--- src/rtl/rdiv_pkg.sv ---
package rdiv_pkg;
  typedef enum logic [1:0] {
    RND_FLOOR = 2'b00,
    RND_CEIL  = 2'b01,
    RND_TRUNC = 2'b10,
    RND_NEAR  = 2'b11
  } rnd_mode_e;
endpackage

--- src/rtl/rdiv_bias.sv ---
module rdiv_bias
  import rdiv_pkg::*;
#(
  parameter int DATA_W  = 16,
  parameter int SHIFT_W = 4
) (
  input  logic              neg,
  input  logic [SHIFT_W-1:0] shift,
  input  rnd_mode_e         mode,
  output logic [DATA_W:0]   bias
);
  localparam int EXT_W = DATA_W + 1;

  logic [EXT_W-1:0] one_w;
  logic [EXT_W-1:0] full_m1;   // 2^k - 1
  logic [EXT_W-1:0] half;      // 2^(k-1), zero when k is zero
  logic [EXT_W-1:0] half_m1;   // 2^(k-1) - 1, zero when k is zero

  assign one_w   = {{(EXT_W-1){1'b0}}, 1'b1};
  assign full_m1 = (one_w << shift) - one_w;
  assign half    = (shift == '0) ? '0 : (one_w << (shift - 1'b1));
  assign half_m1 = (shift == '0) ? '0 : (half - one_w);

  // Nearest mode on a negative operand must subtract half and then
  // truncate; expressed through the floor shifter this is a bias of
  // (2^k - 1) - 2^(k-1) = 2^(k-1) - 1.
  always_comb begin
    unique case (mode)
      RND_FLOOR: bias = '0;
      RND_CEIL:  bias = full_m1;
      RND_TRUNC: bias = neg ? full_m1 : '0;
      RND_NEAR:  bias = neg ? half_m1 : half;
      default:   bias = '0;
    endcase
  end
endmodule

--- src/rtl/rdiv_shifter.sv ---
module rdiv_shifter #(
  parameter int WIDTH   = 17,
  parameter int SHIFT_W = 4
) (
  input  logic [WIDTH-1:0]   x,
  input  logic [SHIFT_W-1:0] shift,
  output logic [WIDTH-1:0]   y
);
  logic [WIDTH-1:0] stage [0:SHIFT_W];

  assign stage[0] = x;

  // Logarithmic barrel: stage i moves right by 2^i, filling with the sign.
  for (genvar i = 0; i < SHIFT_W; i++) begin : g_stage
    localparam int AMT = 1 << i;
    assign stage[i+1] = shift[i]
      ? {{AMT{stage[i][WIDTH-1]}}, stage[i][WIDTH-1:AMT]}
      : stage[i];
  end

  assign y = stage[SHIFT_W];
endmodule

--- src/rtl/rdiv_stage.sv ---
module rdiv_stage #(
  parameter int DATA_W = 16
) (
  input  logic              clk,
  input  logic              rst_n,
  input  logic              in_valid,
  output logic              in_ready,
  input  logic [DATA_W-1:0] in_data,
  output logic              out_valid,
  input  logic              out_ready,
  output logic [DATA_W-1:0] out_data
);
  assign in_ready = !out_valid || out_ready;

  always_ff @(posedge clk) begin
    if (!rst_n) begin
      out_valid <= 1'b0;
    end else if (in_ready) begin
      out_valid <= in_valid;
    end
  end

  always_ff @(posedge clk) begin
    if (in_valid && in_ready) begin
      out_data <= in_data;
    end
  end

  AST_ACCEPT_NEXT: assert property (@(posedge clk) disable iff (!rst_n)
    (in_valid && in_ready) |=> out_valid);

  AST_RESET_CLR: assert property (@(posedge clk)
    !rst_n |=> !out_valid);

  AST_HOLD_STALL: assert property (@(posedge clk) disable iff (!rst_n)
    (out_valid && !out_ready) |=> (out_valid && $stable(out_data)));
endmodule

--- src/rtl/pow2_round_div.sv ---
module pow2_round_div
  import rdiv_pkg::*;
#(
  parameter int DATA_W  = 16,
  parameter int SHIFT_W = $clog2(DATA_W)
) (
  input  logic               clk,
  input  logic               rst_n,
  input  logic               in_valid,
  output logic               in_ready,
  input  logic [DATA_W-1:0]  in_data,
  input  logic [SHIFT_W-1:0] in_shift,
  input  logic [1:0]         in_mode,
  output logic               out_valid,
  input  logic               out_ready,
  output logic [DATA_W-1:0]  out_data
);
  localparam int EXT_W = DATA_W + 1;

  rnd_mode_e        mode;
  logic             neg;
  logic [EXT_W-1:0] ext;
  logic [EXT_W-1:0] bias;
  logic [EXT_W-1:0] sum;
  logic [EXT_W-1:0] shifted;
  logic [DATA_W-1:0] quot;

  assign mode = rnd_mode_e'(in_mode);
  assign neg  = in_data[DATA_W-1];
  assign ext  = {neg, in_data};

  rdiv_bias #(.DATA_W(DATA_W), .SHIFT_W(SHIFT_W)) bias_i (
    .neg   (neg),
    .shift (in_shift),
    .mode  (mode),
    .bias  (bias)
  );

  // One bit of headroom: the largest operand plus the largest bias stays
  // below 2^DATA_W, so the signed extended sum cannot wrap.
  assign sum = ext + bias;

  rdiv_shifter #(.WIDTH(EXT_W), .SHIFT_W(SHIFT_W)) shift_i (
    .x     (sum),
    .shift (in_shift),
    .y     (shifted)
  );

  assign quot = shifted[DATA_W-1:0];

  rdiv_stage #(.DATA_W(DATA_W)) stage_i (
    .clk       (clk),
    .rst_n     (rst_n),
    .in_valid  (in_valid),
    .in_ready  (in_ready),
    .in_data   (quot),
    .out_valid (out_valid),
    .out_ready (out_ready),
    .out_data  (out_data)
  );

  AST_NO_OVERFLOW: assert property (@(posedge clk) disable iff (!rst_n)
    (in_valid && !neg) |-> !sum[EXT_W-1]);

  AST_FITS_OUT: assert property (@(posedge clk) disable iff (!rst_n)
    in_valid |-> (shifted[EXT_W-1] == shifted[DATA_W-1]));

  AST_ZERO_SHIFT: assert property (@(posedge clk) disable iff (!rst_n)
    (in_valid && in_ready && in_shift == '0) |=> (out_data == $past(in_data)));
endmodule

--- config.mk ---
export PLATFORM = sky130hd
export DESIGN_NAME = pow2_round_div
export DESIGN_NICKNAME = d
export VERILOG_FILES = /design/src/rtl/rdiv_pkg.sv /design/src/rtl/rdiv_bias.sv /design/src/rtl/rdiv_shifter.sv /design/src/rtl/rdiv_stage.sv /design/src/rtl/pow2_round_div.sv
export SDC_FILE = /design/constraint.sdc
export NUM_CORES = 1
export LEC_CHECK = 0
export BUFFER_PORTS_ARGS = -buffer_cell sky130_fd_sc_hd__buf_4
export CORE_MARGIN = 10
export CORE_UTILIZATION = 50
export CTS_CLUSTER_SIZE = 12
export DETAILED_ROUTE_END_ITERATION = 12
export PLACE_DENSITY_LB_ADDON = 0.12
export SYNTH_ARGS = -nofsm -noshare
export SYNTH_HDL_FRONTEND = slang
export SYNTH_SLANG_ARGS = --single-unit
--- constraint.sdc ---
create_clock -name clk -period 6.06 [get_ports clk]
set_input_delay 0.909 -clock clk [delete_from_list [all_inputs] [get_ports clk]]
set_output_delay 0.909 -clock clk [all_outputs]
set_load 0.005 [all_outputs]
==> results_tabular.tex <==
\begin{tabular}{lr}
\hline
Metric & Value \\
\hline
\multicolumn{2}{l}{\textbf{Timing}} \\
Final-layout setup total negative slack & 0 ns \\
Hold Fails Final Rpt & 0 \\
Setup clock skew after layout & between 0.003 and 0.004 ns \\
Period utilization & 0.9070 \\
Max Clk Rate & 181.9 MHz \\
Final worst path period need & 5.496 ns \\
Final setup viols & 0 \\
Worst rel slew slack & 0.5520 \\
Final count of pins violating max slew & 0 \\
RSZ-0062 raised after global routing & false \\
Hold WS & 0.5355 ns \\
Transition at the pin with the smallest max-transition slack & 0.6720 ns \\
\multicolumn{2}{l}{\textbf{Detailed routing}} \\
Post-detailed-route via-to-cell ratio & 6.792 \\
Residual DRC count & 0 \\
Remaining number of nets flagged by the antenna check after routing & 0 \\
Final wirelength & 10.25 mm \\
DRC marker count from the first detailed-route iteration & 413 \\
Vias after detailed routing & 3,620 \\
Detail-routed net length per standard cell & 19.23 um \\
DRT Pass-1 Iters & 5 \\
\multicolumn{2}{l}{\textbf{Global route}} \\
Wire length of the first global-routing pass & 16.77 mm \\
Vias in the first global route & about 3,300 \\
Total routing usage reported by global routing & 0.1978 \\
Maximum number of pins on one net before global-route repair & 37 \\
Initial antenna violation count & 0 \\
Congestion Overflow GR & 0 \\
\multicolumn{2}{l}{\textbf{Pwr}} \\
Power consumption & 0.0006107 W \\
Part of the total power dissipated in sequential elements & 0.247 \\
Combinational fraction of design power & 0.620 \\
Power per cell area & 171.9 nW/um\^{}2 \\
Net Sw Power & 0.0002615 W \\
Int Pwr & approximately 0.00035 W \\
Relative contribution of the clock network to total power & 0.133 \\
Static power due to leakage & between 1 and 1.5 nW \\
Maximum vdd drop & roughly 140 uV \\
Net switching share of the total power & 0.4283 \\
\multicolumn{2}{l}{\textbf{Clock tree}} \\
Number of gates given a new drive strength after cts & 0 \\
Worst-skew pair later-pin latency & 0.25 ns \\
Max H-tree Level & 1 \\
CTS tree & built \\
Buffer levels on the longest clock path & 2 \\
Worst-path clk slew & 0.06 ns \\
Root buffer cell & clkbuf\_8 \\
Clock buffers created by TritonCTS & 3 \\
Number of buffers inserted to repair setup after CTS & 0 \\
Sink count of the clock tree & 17 \\
Hold\_buf cts & 0 \\
\multicolumn{2}{l}{\textbf{Final layout}} \\
Synth-to-Final Area Change & 11.37\% \\
Fraction of layout instances using a drive strength above 1 & 0.1667 \\
Layout Nets & about 500 \\
Final Util & 0.5661 \\
Antenna diode instance count & 0 \\
\multicolumn{2}{l}{\textbf{Synthesis}} \\
Syn nets & roughly 480 \\
Main area contributors after synthesis & edfxtp\_1, ha\_1, a21oi\_1, nor2\_1, nand2\_1 \\
Warnings from Yosys & 0 \\
Average instance area after synthesis & 7.284 um\^{}2 \\
Async set-or-reset flop fraction in the synthesized netlist & 0 \\
Sequential fraction of the synthesis area & 0.1569 \\
Number of distinct standard cells referenced by the synthesized netlist & 75 \\
Yosys top cell by area & edfxtp\_1 \\
Total of flip-flops plus latches after synthesis & 17 \\
Area share of the largest cell type after synthesis & 0.1506 \\
Count of mapped cells out of synthesis & 438 \\
Number of enable-type register cells in the synthesized netlist & 16 \\
Post-synthesis instance area & between 3000 and 4000 um\^{}2 \\
Most common flop cell mapped by yosys & edfxtp\_1 \\
\multicolumn{2}{l}{\textbf{Setup path}} \\
Worst path slowest cell & or4\_1 \\
Launching element type of the critical path & input port \\
Required time at the endpoint of the critical path & 6.03 ns \\
Worst reg2reg startpoint & stage\_i.out\_valid \\
Register-to-register path setup slack & 4.72 ns \\
Most prevalent standard cell on the critical path & ha\_1 \\
Crit Path Class & in2reg \\
Ordered list of cells on the worst path & buf\_4 > clkinv\_1 > nand2\_1 > nor2\_1 > inv\_1 > ha\_1 > or2\_2 > o21ai\_0 > a22o\_1 > a21oi\_1 > o22ai\_1 > ha\_1 > a21o\_1 > or4\_1 > a21oi\_2 > nor3\_1 > nor3b\_1 > o21ai\_1 > a311oi\_1 > a31oi\_1 \\
Path depth of the worst reg2reg path & 2 \\
Critical path's largest stage delay & 0.50 ns \\
Type of element capturing the critical path & register \\
Arrival time of the worst setup path & 5.47 ns \\
Kind of cell with the highest combined delay on the critical path & simple AND/OR/NAND/NOR gates \\
Crit-path max FO & 34 \\
Worst reg2reg endpoint & stage\_i.out\_data[7] \\
Critical path buffer and inverter count & 3 \\
\multicolumn{2}{l}{\textbf{Placed design}} \\
DPL Wire Length & $\sim$8.0 mm \\
Count of input and output buffers & 43 \\
Global placer's final weighted congestion & $\sim$0.98 \\
\multicolumn{2}{l}{\textbf{Min path}} \\
Hold EP & stage\_i.out\_valid \\
Min-Delay Path Class & reg2reg \\
Hold Path Depth & 2 \\
Hold path startpoint & stage\_i.out\_valid \\
\multicolumn{2}{l}{\textbf{Floorplanning}} \\
IO Count & 44 \\
Standard cell core area & 6277 um\^{}2 \\
Die width & roughly 100 um \\
Area enclosed by the die boundary & around 10000 um\^{}2 \\
Initial core utilization & 0.5083 \\
Vertical die dimension & 99.88 um \\
Number of placement rows & 29 \\
\multicolumn{2}{l}{\textbf{Outcome}} \\
Outcome & completed \\
\multicolumn{2}{l}{\textbf{Run}} \\
Number of maximum-capacitance violations & 0 \\
\hline
\end{tabular}
worst max-delay path by stage:
| stage | endpoint | startpoint | slack (ns) | cells after the start |
|---|---|---|---|---|
| CTS | stage_i.out_data[4] | in_shift[2] | 0.67 | 20 |
| finish | stage_i.out_data[4] | in_shift[2] | 0.56 | 20 |
| global route | stage_i.out_data[8] | in_shift[1] | 0.32 | 19 |
| global placement | stage_i.out_data[6] | in_shift[1] | 0.53 | 19 |
| detailed placement | stage_i.out_data[4] | in_shift[2] | 0.43 | 20 |
| floorplan | stage_i.out_data[4] | in_shift[2] | 1.10 | 21 |
flip-flops by register name (all words and copies together), names as in the netlist:
| signal | flops |
|---|---|
| stage_i.out_data | 16 |
| stage_i.out_valid | 1 |
cell usage in the layout, fill, tap and decap left out, types with 11 or more instances in the layout:
cell type / count
o21ai_0: 25
o22ai_1: 11
nand2_1: 39
nor2_1: 40
ha_1: 18
nand3_1: 15
o211ai_1: 12
edfxtp_1: 16
buf_4: 50
a21oi_1: 38
inv_1: 17
nor3_1: 11
a31oi_1: 11
Yosys cell counts, drive strengths merged, types with 6 or more instances:
cell type,instances
a211oi,12
a21o,8
a21oi,42
a31oi,11
and2,8
buf,12
clkbuf,24
edfxtp,16
ha,18
inv,17
nand2,39
nand2b,7
nand3,15
nor2,40
nor3,12
o211ai,13
o21ai,30
o22ai,12
xnor2,6
kinds of logic after synthesis:
family / share of synthesized area
compound gates: 0.3914
simple gates: 0.2314
buf+inv: 0.07059
fa+ha+maj: 0.07686
flops: 0.1569
xor+xnor: 0.02745
mux: 0.04431
other cells: 0.001175
per-layer routing:
| metal | wire length [um] | GRT usage | part of all wire |
|---|---|---|---|
| met1 | 4341 | 0.2673 | 0.42 |
| met2 | 4738 | 0.3206 | 0.46 |
| met3 | 990 | 0.02747 | 0.097 |
| met4 | 177 | 0.05292 | 0.017 |
| met5 | 0 | 0 | 0 |
power by group through the flow:
stage | combinational [W] | sequential (W) | clock [W]
finish | 0.000379 | 0.000151 | 0.0000813
global placement | 0.000368 | 0.000153 | 0
floorplan | 0.000269 | 0.000155 | 0
global route | 0.000416 | 0.000152 | 0.0000886
detailed placement | 0.000370 | 0.000154 | 0
CTS | 0.000372 | 0.000151 | 0.0000824
tightest hold or removal path: cells and delay by family (launching register included):
family	cells	cell delay [ns]
flip-flops	1	0.31
AND/OR/NAND/NOR	1	0.09
AO/OA/AOI/OAI	1	0.09
metrics by stage:
stage / instances / instance area, um^2 / worst slack, ns
2_1_floorplan: 438 / 3191 / 1.104
3_3_place_gp: 529 / 3508 / 0.5294
3_5_place_dp: 529 / 3508 / 0.4265
4_1_cts: 533 / 3553 / 0.6750
5_1_grt: 533 / 3553 / 0.3169
6_report: 533 / 3553 / 0.5637
area by class of cell:
cell class              count  area [um^2]
flip-flops and latches     17        500.5
repair buffers             50        375.4
well taps                  77        96.34
fillers                   639         2724
clock buffers               4        45.04
multi-input cells         366         2465
inverters                  19        71.32
Note: power is estimated with default switching activity, not from simulation.
